File: src/rtl/load_fmt_pkg.sv
package load_fmt_pkg;

  typedef enum logic [1:0] {
    SZ_BYTE = 2'd0,
    SZ_HALF = 2'd1,
    SZ_WORD = 2'd2,
    SZ_DBL  = 2'd3
  } ld_size_e;

  typedef enum logic [1:0] {
    AF_DISP   = 2'd0,
    AF_SCALED = 2'd1,
    AF_INDEX  = 2'd2,
    AF_INDEX2 = 2'd3
  } addr_form_e;

  typedef enum logic [2:0] {
    ST_IDLE   = 3'd0,
    ST_ISSUE  = 3'd1,
    ST_WAIT   = 3'd2,
    ST_COMMIT = 3'd3,
    ST_FAULT  = 3'd4
  } ld_state_e;

endpackage

File: src/rtl/load_fmt_agen.sv
module load_fmt_agen
  import load_fmt_pkg::*;
#(
  parameter int XLEN  = 64,
  parameter int IDXW  = 5,
  parameter int DISPW = 16
) (
  input  logic [1:0]      form,
  input  logic            upd,
  input  logic [IDXW-1:0] rt_idx,
  input  logic [IDXW-1:0] ra_idx,
  input  logic [DISPW-1:0] disp,
  input  logic [XLEN-1:0] ra_val,
  input  logic [XLEN-1:0] rb_val,
  output logic [XLEN-1:0] ea,
  output logic            bad_form
);

  localparam int EXTW = XLEN - DISPW;

  // Base: update forms always use the register; others treat index 0 as zero.
  function automatic logic [XLEN-1:0] pick_base(input logic u, input logic [IDXW-1:0] idx,
                                                input logic [XLEN-1:0] v);
    if (u || (idx != '0)) return v;
    return '0;
  endfunction

  function automatic logic [XLEN-1:0] pick_offset(input logic [1:0] f, input logic [DISPW-1:0] d,
                                                  input logic [XLEN-1:0] idxv);
    logic [DISPW-1:0] dd;
    case (addr_form_e'(f))
      AF_DISP:   return {{EXTW{d[DISPW-1]}}, d};
      AF_SCALED: begin
        dd = {d[DISPW-1:2], 2'b00};
        return {{EXTW{dd[DISPW-1]}}, dd};
      end
      default:   return idxv;
    endcase
  endfunction

  logic [XLEN-1:0] base_w;
  logic [XLEN-1:0] off_w;

  assign base_w   = pick_base(upd, ra_idx, ra_val);
  assign off_w    = pick_offset(form, disp, rb_val);
  assign ea       = base_w + off_w;
  assign bad_form = upd && ((ra_idx == '0) || (ra_idx == rt_idx));

endmodule

File: src/rtl/load_fmt_shape.sv
module load_fmt_shape
  import load_fmt_pkg::*;
#(
  parameter int XLEN = 64
) (
  input  logic [XLEN-1:0] raw,
  input  logic [1:0]      size,
  input  logic            sext,
  input  logic            brev,
  output logic [XLEN-1:0] shaped
);

  localparam int NB = XLEN / 8;

  // raw holds n bytes right-aligned, lowest address in the top byte of that field.
  function automatic logic [XLEN-1:0] shape(input logic [XLEN-1:0] r, input logic [1:0] sz,
                                            input logic sx, input logic br);
    int n;
    logic [XLEN-1:0] v;
    logic msb;
    n = 1 << sz;
    v = '0;
    for (int i = 0; i < NB; i++) begin
      if (i < n) begin
        if (br) v[i*8 +: 8] = r[(n-1-i)*8 +: 8];
        else    v[i*8 +: 8] = r[i*8 +: 8];
      end
    end
    msb = v[n*8-1];
    if (sx && !br && ((ld_size_e'(sz) == SZ_HALF) || (ld_size_e'(sz) == SZ_WORD))) begin
      for (int b = 0; b < XLEN; b++) begin
        if (b >= n*8) v[b] = msb;
      end
    end
    return v;
  endfunction

  assign shaped = shape(raw, size, sext, brev);

endmodule

File: src/rtl/load_fmt_ctrl.sv
module load_fmt_ctrl
  import load_fmt_pkg::*;
#(
  parameter int XLEN = 64,
  parameter int IDXW = 5
) (
  input  logic            clk,
  input  logic            rst_n,
  input  logic            req_valid,
  output logic            req_ready,
  input  logic [1:0]      req_size,
  input  logic            req_sext,
  input  logic            req_brev,
  input  logic            req_upd,
  input  logic [IDXW-1:0] req_rt,
  input  logic [IDXW-1:0] req_ra,
  input  logic [XLEN-1:0] ea_in,
  input  logic            bad_form,
  output logic            mem_req_valid,
  input  logic            mem_req_ready,
  output logic [XLEN-1:0] mem_addr,
  output logic [1:0]      mem_size,
  input  logic            mem_rsp_valid,
  input  logic [XLEN-1:0] shaped,
  output logic [1:0]      cur_size,
  output logic            cur_sext,
  output logic            cur_brev,
  output logic            tgt_we,
  output logic [IDXW-1:0] tgt_idx,
  output logic [XLEN-1:0] tgt_data,
  output logic            base_we,
  output logic [IDXW-1:0] base_idx,
  output logic [XLEN-1:0] base_data,
  output logic            done,
  output logic            err
);

  ld_state_e       state_q;
  logic [1:0]      size_q;
  logic            sext_q, brev_q, upd_q;
  logic [IDXW-1:0] rt_q, ra_q;
  logic [XLEN-1:0] addr_q, res_q;

  // Named events for the assertions.
  logic accept_ev, issue_ev, rsp_ev;
  assign accept_ev = req_valid && (state_q == ST_IDLE);
  assign issue_ev  = (state_q == ST_ISSUE) && mem_req_ready;
  assign rsp_ev    = (state_q == ST_WAIT) && mem_rsp_valid;

  always_ff @(posedge clk) begin
    if (!rst_n) begin
      state_q <= ST_IDLE;
      size_q  <= '0;
      sext_q  <= 1'b0;
      brev_q  <= 1'b0;
      upd_q   <= 1'b0;
      rt_q    <= '0;
      ra_q    <= '0;
      addr_q  <= '0;
      res_q   <= '0;
    end else begin
      case (state_q)
        ST_IDLE: if (accept_ev) begin
          size_q  <= req_size;
          sext_q  <= req_sext;
          brev_q  <= req_brev;
          upd_q   <= req_upd;
          rt_q    <= req_rt;
          ra_q    <= req_ra;
          addr_q  <= ea_in;
          state_q <= bad_form ? ST_FAULT : ST_ISSUE;
        end
        ST_ISSUE:  if (issue_ev) state_q <= ST_WAIT;
        ST_WAIT:   if (rsp_ev) begin
          res_q   <= shaped;
          state_q <= ST_COMMIT;
        end
        ST_COMMIT: state_q <= ST_IDLE;
        ST_FAULT:  state_q <= ST_IDLE;
        default:   state_q <= ST_IDLE;
      endcase
    end
  end

  assign req_ready     = (state_q == ST_IDLE);
  assign mem_req_valid = (state_q == ST_ISSUE);
  assign mem_addr      = addr_q;
  assign mem_size      = size_q;
  assign cur_size      = size_q;
  assign cur_sext      = sext_q;
  assign cur_brev      = brev_q;
  assign tgt_we        = (state_q == ST_COMMIT);
  assign tgt_idx       = rt_q;
  assign tgt_data      = res_q;
  assign base_we       = (state_q == ST_COMMIT) && upd_q;
  assign base_idx      = ra_q;
  assign base_data     = addr_q;
  assign done          = (state_q == ST_COMMIT);
  assign err           = (state_q == ST_FAULT);

  a_r8_bad_goes_fault: assert property (@(posedge clk) disable iff (!rst_n)
    accept_ev && bad_form |=> err && !mem_req_valid);
  a_r8_fault_quiet: assert property (@(posedge clk) disable iff (!rst_n)
    err |=> !mem_req_valid && !tgt_we && !base_we);
  a_r9_req_hold: assert property (@(posedge clk) disable iff (!rst_n)
    mem_req_valid && !mem_req_ready |=> mem_req_valid && $stable(mem_addr) && $stable(mem_size));
  a_r10_write_after_rsp: assert property (@(posedge clk) disable iff (!rst_n)
    tgt_we |-> $past(mem_rsp_valid));
  a_r10_done_with_write: assert property (@(posedge clk) disable iff (!rst_n)
    done |-> tgt_we && !err);
  a_r7_base_idx_legal: assert property (@(posedge clk) disable iff (!rst_n)
    base_we |-> (base_idx != '0) && (base_idx != tgt_idx));
  a_r4_byte_upper_zero: assert property (@(posedge clk) disable iff (!rst_n)
    tgt_we && (size_q == 2'd0) |-> (tgt_data[XLEN-1:8] == '0));
  a_r5_half_sign_fill: assert property (@(posedge clk) disable iff (!rst_n)
    tgt_we && (size_q == 2'd1) && sext_q && !brev_q |->
      (tgt_data[XLEN-1:16] == {(XLEN-16){tgt_data[15]}}));
  a_r11_ready_idle: assert property (@(posedge clk) disable iff (!rst_n)
    accept_ev |=> !req_ready);

endmodule

File: src/rtl/load_fmt_unit.sv
module load_fmt_unit
  import load_fmt_pkg::*;
#(
  parameter int XLEN  = 64,
  parameter int IDXW  = 5,
  parameter int DISPW = 16
) (
  input  logic             clk,
  input  logic             rst_n,
  input  logic             req_valid,
  output logic             req_ready,
  input  logic [1:0]       req_form,
  input  logic             req_upd,
  input  logic [1:0]       req_size,
  input  logic             req_sext,
  input  logic             req_brev,
  input  logic [IDXW-1:0]  req_rt,
  input  logic [IDXW-1:0]  req_ra,
  input  logic [DISPW-1:0] req_disp,
  input  logic [XLEN-1:0]  req_ra_val,
  input  logic [XLEN-1:0]  req_rb_val,
  output logic             mem_req_valid,
  input  logic             mem_req_ready,
  output logic [XLEN-1:0]  mem_addr,
  output logic [1:0]       mem_size,
  input  logic             mem_rsp_valid,
  input  logic [XLEN-1:0]  mem_rsp_data,
  output logic             tgt_we,
  output logic [IDXW-1:0]  tgt_idx,
  output logic [XLEN-1:0]  tgt_data,
  output logic             base_we,
  output logic [IDXW-1:0]  base_idx,
  output logic [XLEN-1:0]  base_data,
  output logic             done,
  output logic             err
);

  logic [XLEN-1:0] ea_w;
  logic            bad_w;
  logic [XLEN-1:0] shaped_w;
  logic [1:0]      cur_size_w;
  logic            cur_sext_w, cur_brev_w;

  load_fmt_agen #(.XLEN(XLEN), .IDXW(IDXW), .DISPW(DISPW)) u_agen (
    .form     (req_form),
    .upd      (req_upd),
    .rt_idx   (req_rt),
    .ra_idx   (req_ra),
    .disp     (req_disp),
    .ra_val   (req_ra_val),
    .rb_val   (req_rb_val),
    .ea       (ea_w),
    .bad_form (bad_w)
  );

  load_fmt_shape #(.XLEN(XLEN)) u_shape (
    .raw    (mem_rsp_data),
    .size   (cur_size_w),
    .sext   (cur_sext_w),
    .brev   (cur_brev_w),
    .shaped (shaped_w)
  );

  load_fmt_ctrl #(.XLEN(XLEN), .IDXW(IDXW)) u_ctrl (
    .clk           (clk),
    .rst_n         (rst_n),
    .req_valid     (req_valid),
    .req_ready     (req_ready),
    .req_size      (req_size),
    .req_sext      (req_sext),
    .req_brev      (req_brev),
    .req_upd       (req_upd),
    .req_rt        (req_rt),
    .req_ra        (req_ra),
    .ea_in         (ea_w),
    .bad_form      (bad_w),
    .mem_req_valid (mem_req_valid),
    .mem_req_ready (mem_req_ready),
    .mem_addr      (mem_addr),
    .mem_size      (mem_size),
    .mem_rsp_valid (mem_rsp_valid),
    .shaped        (shaped_w),
    .cur_size      (cur_size_w),
    .cur_sext      (cur_sext_w),
    .cur_brev      (cur_brev_w),
    .tgt_we        (tgt_we),
    .tgt_idx       (tgt_idx),
    .tgt_data      (tgt_data),
    .base_we       (base_we),
    .base_idx      (base_idx),
    .base_data     (base_data),
    .done          (done),
    .err           (err)
  );

endmodule

File: config.mk
export PLATFORM = sky130hd
export DESIGN_NAME = load_fmt_unit
export DESIGN_NICKNAME = d
export VERILOG_FILES = /design/src/rtl/load_fmt_pkg.sv /design/src/rtl/load_fmt_agen.sv /design/src/rtl/load_fmt_shape.sv /design/src/rtl/load_fmt_ctrl.sv /design/src/rtl/load_fmt_unit.sv
export SDC_FILE = /design/constraint.sdc
export NUM_CORES = 1
export LEC_CHECK = 0
export BUFFER_PORTS_ARGS = -buffer_cell sky130_fd_sc_hd__buf_2
export CAP_MARGIN = 40
export CORE_AREA = 4 4 171 173
export CTS_CLUSTER_SIZE = 8
export DETAILED_ROUTE_END_ITERATION = 8
export DIE_AREA = 0 0 175 177
export PLACE_DENSITY = 0.83
export SLEW_MARGIN = 10
export SYNTH_ARGS = -nofsm -noshare
export SYNTH_HDL_FRONTEND = slang
export SYNTH_HIERARCHICAL = 1
export SYNTH_SLANG_ARGS = --single-unit
File: constraint.sdc
create_clock -name clk -period 11.9 [get_ports clk]
set_input_delay 1.785 -clock clk [delete_from_list [all_inputs] [get_ports clk]]
set_output_delay 1.785 -clock clk [all_outputs]
set_load 0.02 [all_outputs]
==> summary.txt, run 1 <==
GLOBAL ROUTE
-----------------------------------------------------------------------------------------------------------------
Total routing resource utilization after global routing                                                     32.7%
Total gr overflow                                                                                               0
Global-route wire length before repair                                                                   82000 um
Maximum number of pins on one net before global-route repair                                                  116
Antenna violations before repair                                                                                8
Vias in the first global route                                                                              15400

CLOCK TREE
-----------------------------------------------------------------------------------------------------------------
TritonCTS Sinks                                                                                               146
Number of post-CTS setup repair buffers                                                                         0
CTS-repair resized insts                                                                                        0
Number of clock buffers inserted by TritonCTS                                                                  17
Worst skew pair latency                                                                                   0.43 ns
Clock Tree Buf Depth                                                                                            2
TritonCTS clock tree                                                                                         done
Post-CTS Hold Buffers                                                                                           0
Clock Pin Slew Worst Setup and Hold Paths                                                                 0.07 ns
CTS Root Buffer Type                                                                                 sky130_fd_sc_hd__clkbuf_16
Total number of H-tree levels                                                                                   4

SYNTH
-----------------------------------------------------------------------------------------------------------------
Gate Count Post-Synth                                                                                        1956
Synthesized netlist net count                                                                                2261
Ys flop type                                                                                         sky130_fd_sc_hd__dfxtp_1
Average cell area after synthesis                                                                      7.66 sq um
Dominant combinational cell family by area after synthesis                                           simple AND/OR/NAND/NOR gates
Synth area leaders                                                                                   sky130_fd_sc_hd__dfxtp_1 (20%), sky130_fd_sc_hd__nand2_1 (11%), sky130_fd_sc_hd__mux4_2 (8.9%)
Multiplexer area fraction after synthesis                                                                   15.0%
Synth Area in Simple Gates                                                                                  24.0%
Warnings from Yosys                                                                                             6
Post-synth EDFFs                                                                                                0
Parity-gate share of the synthesized area counting xor and xnor cells                                       3.68%
Netlist area before placement                                                                        0.0150 sq mm
Count of state elements after synthesis                                                                       146
Cell with the most instances after synthesis                                                         sky130_fd_sc_hd__nand2_1
Number of unique standard cell types used by synthesis                                                         90
Area share of the largest cell type after synthesis                                                         19.5%
Arithmetic-cell share of the synthesized area counting full adders, half adders and majority gates          6.31%
Compound-gate portion of the synthesized area                                                               22.0%
Asr flop ratio synth                                                                                           0%
Sequential fraction of the synthesis area                                                                   19.5%
Cell type contributing the most total cell area after synthesis                                      sky130_fd_sc_hd__dfxtp_1
Commonest cells in the synthesized netlist                                                           sky130_fd_sc_hd__nand2_1 (430), sky130_fd_sc_hd__dfxtp_1 (146), sky130_fd_sc_hd__o21ai_0 (134)

PLACED DESIGN
-----------------------------------------------------------------------------------------------------------------
Final HPWL DP                                                                                            40300 um
Port bufs                                                                                                     439
Number of placed instances with taps included                                                                2561
GPL Wtd Cong                                                                                                0.999

POWER
-----------------------------------------------------------------------------------------------------------------
Worst ir drop on vdd                                                                                  0.0000798 V
Internal Dissipation                                                                                      1.15 mW
Clock group share of total power                                                                            27.2%
Static leakage                                                                                            7.68 nW
Net Sw Power                                                                                               821 uW
Pwr/cell area                                                                                         115 mW/mm^2
Combinational power share                                                                                   44.6%
Switching Share                                                                                             41.6%
Register share of total power                                                                               28.2%
Tot Pwr                                                                                                   1.98 mW

SETUP PATH
-----------------------------------------------------------------------------------------------------------------
Capturing element type of the critical path                                                                  flop
Crit start category                                                                                  primary input
Worst EP arrival                                                                                          6.16 ns
Reg-to-reg slack, setup                                                                                   7.83 ns
Critical-path maximum fanout                                                                                   64
Logic depth of the worst register-to-register path                                                             12
Critical path start-end classification                                                               primary input to flop
Required time reported for the critical path endpoint                                                    12.26 ns

STA
-----------------------------------------------------------------------------------------------------------------
Number of slew-limit violations in the final report                                                             0
WHS                                                                                                      0.456 ns
Pin slew with the least headroom to its limit                                                            0.920 ns
Peak Freq                                                                                               0.172 GHz
Final clock period utilization by the worst path                                                            48.8%
Skew final                                                                                              0.0142 ns
Final count of negative-setup-slack endpoints                                                                   0
Worst slew margin relative to its limit                                                                     37.8%
Setup repair after global routing missed its margin                                                            no
Number of hold-slack violations in the final timing report                                                      0
Crit path time final                                                                                      5.80 ns
Setup TNS                                                                                                    0 ns

RUN
-----------------------------------------------------------------------------------------------------------------
Maximum capacitance violations                                                                                  0

DRT
-----------------------------------------------------------------------------------------------------------------
Count of vias placed by the detailed router                                                                 15900
Mean routed wirelength per cell                                                                           20.4 um
Final antenna-violating net count                                                                               0
First-pass iteration count of the detailed router                                                               5
Via-per-instance ratio                                                                                       6.10
Post-detailed-route DRC marker count                                                                            0
DR iter-0 viols                                                                                              1651
Final Routed Wirelength                                                                                  53000 um

FINISH
-----------------------------------------------------------------------------------------------------------------
Share of final-layout standard cells stronger than drive strength 1                                         28.7%
Post-layout nets                                                                                             2508
Relative area change from synthesis to final layout                                                         14.2%
Fin cells                                                                                                    2600
Fillers                                                                                                      2566
Share of the core filled with cells in the final layout                                                     61.9%

STATUS
-----------------------------------------------------------------------------------------------------------------
Result of the run                                                                                    finished clean

FLOORPLAN
-----------------------------------------------------------------------------------------------------------------
Initial Util                                                                                                54.2%
Number of ports placed on the die boundary                                                                    440
Count of standard-cell rows                                                                                    61
Area of the placeable core                                                                           0.0276 sq mm
Die outline height                                                                                         177 um
Horizontal die dimension                                                                                   175 um
Area of the die                                                                                      0.0310 sq mm

HOLD PATH
-----------------------------------------------------------------------------------------------------------------
Worst hold-check path type                                                                           flop to flop
Hold Path Cell Cnt                                                                                              2

-- flip-flops by register name, indices dropped and copies added (netlist names) --
signal,flops
u_ctrl/base_data,64
u_ctrl/base_idx,5
u_ctrl/cur_brev,1
u_ctrl/cur_sext,1
u_ctrl/cur_size,2
u_ctrl/state_q,3
u_ctrl/tgt_data,64
u_ctrl/tgt_idx,5
u_ctrl/upd_q,1
-- per-layer routing --
| metal | wire [um] | track usage [%] | vias up | part of all wire, % |
|---|---|---|---|---|
| li1 | - | - | 7392 | - |
| met1 | 20400 | 39.9 | 7459 | 38 |
| met2 | 25800 | 56.8 | 854 | 49 |
| met3 | 4360 | 5.49 | 155 | 8.2 |
| met4 | 2400 | 14.5 | 6 | 4.5 |
| met5 | 38 | 0 | - | 0.072 |
-- stage by stage --
stage / worst slack, ns / instance area, sq um
2_1_floorplan: 6.16 / 15000
3_3_place_gp: 5.75 / 16500
3_5_place_dp: 5.62 / 16500
4_1_cts: 6.05 / 17100
5_1_grt: 5.81 / 17100
6_report: 6.10 / 17100
-- power groups by stage --
stage / logic (mW) / clock network, mW / registers [mW]
6_report: 0.881 / 0.537 / 0.557
5_1_grt: 0.946 / 0.564 / 0.561
4_1_cts: 0.868 / 0.545 / 0.556
3_5_place_dp: 0.863 / 0 / 0.567
3_3_place_gp: 0.856 / 0 / 0.566
2_1_floorplan: 0.626 / 0 / 0.599
-- area by class of cell --
cell class | instances | area (sq um) | area share (%)
Multi-Input combinational cell | 1559 | 10700 | 62.4
Sequential cell | 146 | 2920 | 17.1
Timing Repair Buffer | 458 | 2380 | 13.9
Tap cell | 378 | 473 | 2.76
Clock buffer | 19 | 443 | 2.59
Clock inverter | 13 | 115 | 0.673
Inverter | 21 | 78.8 | 0.461
Antenna cell | 6 | 15.0 | 0.0877
-- worst max-delay path, cell delays in order --
cell and delay [ns]:
sky130_fd_sc_hd__buf_2 0.12, sky130_fd_sc_hd__or4_1 0.57, sky130_fd_sc_hd__nor3_2 0.12, sky130_fd_sc_hd__buf_4 0.54, sky130_fd_sc_hd__nor2b_1 0.12, sky130_fd_sc_hd__ha_1 0.26
sky130_fd_sc_hd__fa_1 0.40, sky130_fd_sc_hd__a21oi_1 0.26, sky130_fd_sc_hd__o211ai_1 0.14, sky130_fd_sc_hd__a21o_1 0.24, sky130_fd_sc_hd__o2111a_1 0.27, sky130_fd_sc_hd__a211oi_2 0.44
sky130_fd_sc_hd__o2bb2ai_2 0.25, sky130_fd_sc_hd__nor4_4 0.06, sky130_fd_sc_hd__o21a_1 0.20, sky130_fd_sc_hd__a311oi_2 0.18, sky130_fd_sc_hd__nand3_1 0.09, sky130_fd_sc_hd__o21ai_0 0.10
-- logic make-up after synthesis --
kind of cell / after synthesis
simple gates: 785
compound gates: 490
buf+inv: 251
xor+xnor: 63
fa+ha+maj: 75
mux: 146
flops: 146
-- worst paths after layout --
check / startpoint / endpoint
max reg2reg: u_ctrl/cur_size[0]$_SDFFE_PN0P_ / u_ctrl/tgt_data[0]$_SDFFE_PN0P_
min reg2reg: u_ctrl/tgt_data[4]$_SDFFE_PN0P_ / u_ctrl/tgt_data[4]$_SDFFE_PN0P_
min: u_ctrl/tgt_data[4]$_SDFFE_PN0P_ / u_ctrl/tgt_data[4]$_SDFFE_PN0P_
max: req_ra[1] / u_ctrl/base_data[62]$_SDFFE_PN0P_
-- cell usage in the layout (no fill, tap or decap), drive strengths merged, types with 59 or more instances in the layout --
master / instances
o21ai: 142
nor2: 69
nand3: 100
nor2b: 74
buf: 458
dfxtp: 146
nand2: 430
mux4: 59
a21oi: 98
ha: 74
a21boi: 69
Power figures use the tool's default switching activity.
==> run 2, diff against run 1 <==
CORE_AREA = unset   (was 4 4 171 173)
CORE_MARGIN = 4   (was unset)
CORE_UTILIZATION = 49   (was unset)
DIE_AREA = unset   (was 0 0 175 177)
PLACE_DENSITY = 0.79   (was 0.83)
clock period = 4.9 ns   (was 11.9 ns; I/O delays follow)
==> run 2 against run 1 <==
Final area is 1.2% higher. Clock power rose to 2.6 times the previous value. First-iteration DRC count shrank 11%. Clock-buffer cell count is 1 lower. Critical path type unchanged.
==> summary.txt, run 2 (same netlist as run 1, synthesis figures left out) <==
HOLD PATH
----------------------------------------------------------------------------------
Worst hold-check path type                                            flop to flop

FINISH
----------------------------------------------------------------------------------
Cell area after layout                                                0.0173 sq mm
Commonest cells after routing, fill and taps aside                    sky130_fd_sc_hd__buf_2 (438), sky130_fd_sc_hd__nand2_1 (430), sky130_fd_sc_hd__dfxtp_1 (145)
Area of the multi-input gates                                         0.0107 sq mm
Relative area change from synthesis to final layout                          15.5%
Share of final-layout standard cells stronger than drive strength 1          29.2%
Post-layout nets                                                              2522
Register area                                                         0.00292 sq mm
Leading cell type in the layout, fill and taps excluded               sky130_fd_sc_hd__buf_2
Fillers                                                                       2827

GLOBAL ROUTE
----------------------------------------------------------------------------------
Vias in the first global route                                               15100
Global routing met1 resource utilization                                     36.6%
Total routing resource utilization after global routing                      29.5%
Met2 routing resource usage after global routing                             50.9%
Maximum number of pins on one net before global-route repair                   138
Global routing's busiest layer                                                met2
Total gr overflow                                                                0
Global-route wire length before repair                                    80600 um
Antenna violations before repair                                                 5
Met3 demand-to-capacity share in global routing                              5.30%

SETUP PATH
----------------------------------------------------------------------------------
Capturing element type of the critical path                                   flop
Worst setup path start                                                   req_ra[1]
Crit start category                                                   primary input
Destination of the worst register-to-register timing path             u_ctrl/tgt_data[19]$_SDFFE_PN0P_
Startpoint of the worst-slack reg-to-reg timing path                  u_ctrl/cur_size[0]$_SDFFE_PN0P_
Capture point of the worst path                                       u_ctrl/base_data[32]$_SDFFE_PN0P_
Critical-path maximum fanout                                                     4
Critical path start-end classification                                primary input to flop
Required time reported for the critical path endpoint                      5.26 ns
Cell with the biggest individual delay on the critical path           sky130_fd_sc_hd__or4_1
Reg-to-reg slack, setup                                                    0.76 ns
Crit-path cells                                                       buf_2 > or4_1 > nor3_2 > nor2b_1 > ha_1 > fa_1 > a21oi_1 > o211ai_1 > a21o_1 > o2111ai_1 > a21oi_1 > nor2b_1 > o21ai_0 > a21boi_1 > xnor2_1 > nand3_1 > o21ai_0
Worst EP arrival                                                           4.80 ns
Logic depth of the worst register-to-register path                              12
Crit-path max cell delay                                                   0.57 ns

CLOCK TREE
----------------------------------------------------------------------------------
TritonCTS clock tree                                                          done
Number of clock buffers inserted by TritonCTS                                   17
Clock Pin Slew Worst Setup and Hold Paths                                  0.07 ns
Total number of H-tree levels                                                    4
Post-CTS Hold Buffers                                                            0
TritonCTS Sinks                                                                146
Clock Tree Buf Depth                                                             2
CTS Root Buffer Type                                                  sky130_fd_sc_hd__clkbuf_16
Number of post-CTS setup repair buffers                                          0
Worst skew pair latency                                                    0.43 ns
CTS-repair resized insts                                                         0

FLOORPLAN
----------------------------------------------------------------------------------
Area of the placeable core                                            0.0299 sq mm
Horizontal die dimension                                                    183 um
Initial Util                                                                 50.2%
Die outline height                                                          183 um
Area of the die                                                       0.0335 sq mm
Number of ports placed on the die boundary                                     440
Count of standard-cell rows                                                     63

DRT
----------------------------------------------------------------------------------
Count of vias placed by the detailed router                                  15900
Post-detailed-route DRC marker count                                             0
Final Routed Wirelength                                                   52500 um
DR iter-0 viols                                                               1477
Via-per-instance ratio                                                        6.05
First-pass iteration count of the detailed router                                5
Mean routed wirelength per cell                                            20.0 um
Final antenna-violating net count                                                0

POWER
----------------------------------------------------------------------------------
Internal Dissipation                                                       2.92 mW
Pwr/cell area                                                          282 mW/mm^2
Tot Pwr                                                                    4.89 mW
Worst ir drop on vdd                                                    0.000216 V
Static leakage                                                             7.79 nW
Net Sw Power                                                               1.97 mW
Register share of total power                                                27.9%
Switching Share                                                              40.2%
Clock group share of total power                                             28.3%
Combinational power share                                                    43.9%

STA
----------------------------------------------------------------------------------
Crit path time final                                                       4.44 ns
Final clock period utilization by the worst path                             90.7%
WHS                                                                       0.457 ns
Crit path setup slack, layout                                             0.457 ns
Peak Freq                                                                0.225 GHz
Skew final                                                               0.0144 ns
Pin slew with the least headroom to its limit                             0.710 ns
Setup TNS                                                                     0 ns
Setup repair after global routing missed its margin                             no
Worst slew margin relative to its limit                                      52.6%
Number of slew-limit violations in the final report                              0
Final count of negative-setup-slack endpoints                                    0
Number of hold-slack violations in the final timing report                       0

PLACED DESIGN
----------------------------------------------------------------------------------
Final HPWL DP                                                             40600 um
GPL Wtd Cong                                                                 0.983
Port bufs                                                                      439
Post-DP Area                                                          0.0167 sq mm
Placement Setup Slack                                                    0.0913 ns

STATUS
----------------------------------------------------------------------------------
Result of the run                                                     finished clean

RUN
----------------------------------------------------------------------------------
Maximum capacitance violations                                                   0

==> run 2: changes by cell type in the layout (fill, tap and decap cells not counted), sizes merged <==
cell | previous run | this run
buf | 458 | 472
bufinv | 0 | 2
clkbuf | 19 | 18
clkinvlp | 3 | 2
diode | 6 | 2
==> run 2: worst min path at each step <==
stage,end,start,slack [ns],cells past startpoint
floorplan,u_ctrl/upd_q$_SDFFE_PN0P_,u_ctrl/upd_q$_SDFFE_PN0P_,0.43,2
global placement,u_ctrl/tgt_data[4]$_SDFFE_PN0P_,u_ctrl/tgt_data[4]$_SDFFE_PN0P_,0.44,2
detailed placement,u_ctrl/tgt_data[13]$_SDFFE_PN0P_,u_ctrl/tgt_data[13]$_SDFFE_PN0P_,0.45,2
CTS,u_ctrl/tgt_data[13]$_SDFFE_PN0P_,u_ctrl/tgt_data[13]$_SDFFE_PN0P_,0.46,2
global route,u_ctrl/tgt_data[13]$_SDFFE_PN0P_,u_ctrl/tgt_data[13]$_SDFFE_PN0P_,0.47,2
finish,u_ctrl/tgt_data[5]$_SDFFE_PN0P_,u_ctrl/tgt_data[5]$_SDFFE_PN0P_,0.46,2
==> run 2: layout make-up <==
class	instances	share of cell area (%)
antenna	2	0.0289
clock buffer	18	2.54
clock inverter	14	0.968
inverter	21	0.455
multi-input combinational	1559	61.7
sequential	146	16.9
tap	390	2.82
timing repair buffer	472	14.6
==> run 2: worst max-delay path: cells and delay by family <==
family	cells	cell delay (ns)
AOI/OAI and AO/OA	8	1.81
adders and majority gates	2	0.64
xor gates and xnor gates	1	0.15
buffers and inverters	1	0.12
and+or+nand+nor	5	1.34
==> run 2: per-layer routing <==
layer | up-vias | share of wire, %
met5 | - | 0.10
met4 | 8 | 3.9
met3 | 130 | 8.7
met2 | 854 | 49
met1 | 7455 | 39
li1 | 7404 | -
==> run 2: power by group through the flow <==
stage / clock, mW / sequential (mW) / combinational [mW]
6_report: 1.38 / 1.36 / 2.14
5_1_grt: 1.45 / 1.37 / 2.30
4_1_cts: 1.41 / 1.36 / 2.12
3_5_place_dp: 0 / 1.39 / 2.11
3_3_place_gp: 0 / 1.38 / 2.08
2_1_floorplan: 0 / 1.45 / 1.52
==> run 2: through the flow <==
| stage | util, % | instances |
|---|---|---|
| floorplan | - | 1956 |
| global placement | 55.7 | 2584 |
| detailed placement | 55.9 | 2588 |
| CTS | 57.9 | 2620 |
| global route | 57.9 | 2620 |
| finish | 58.0 | 2622 |
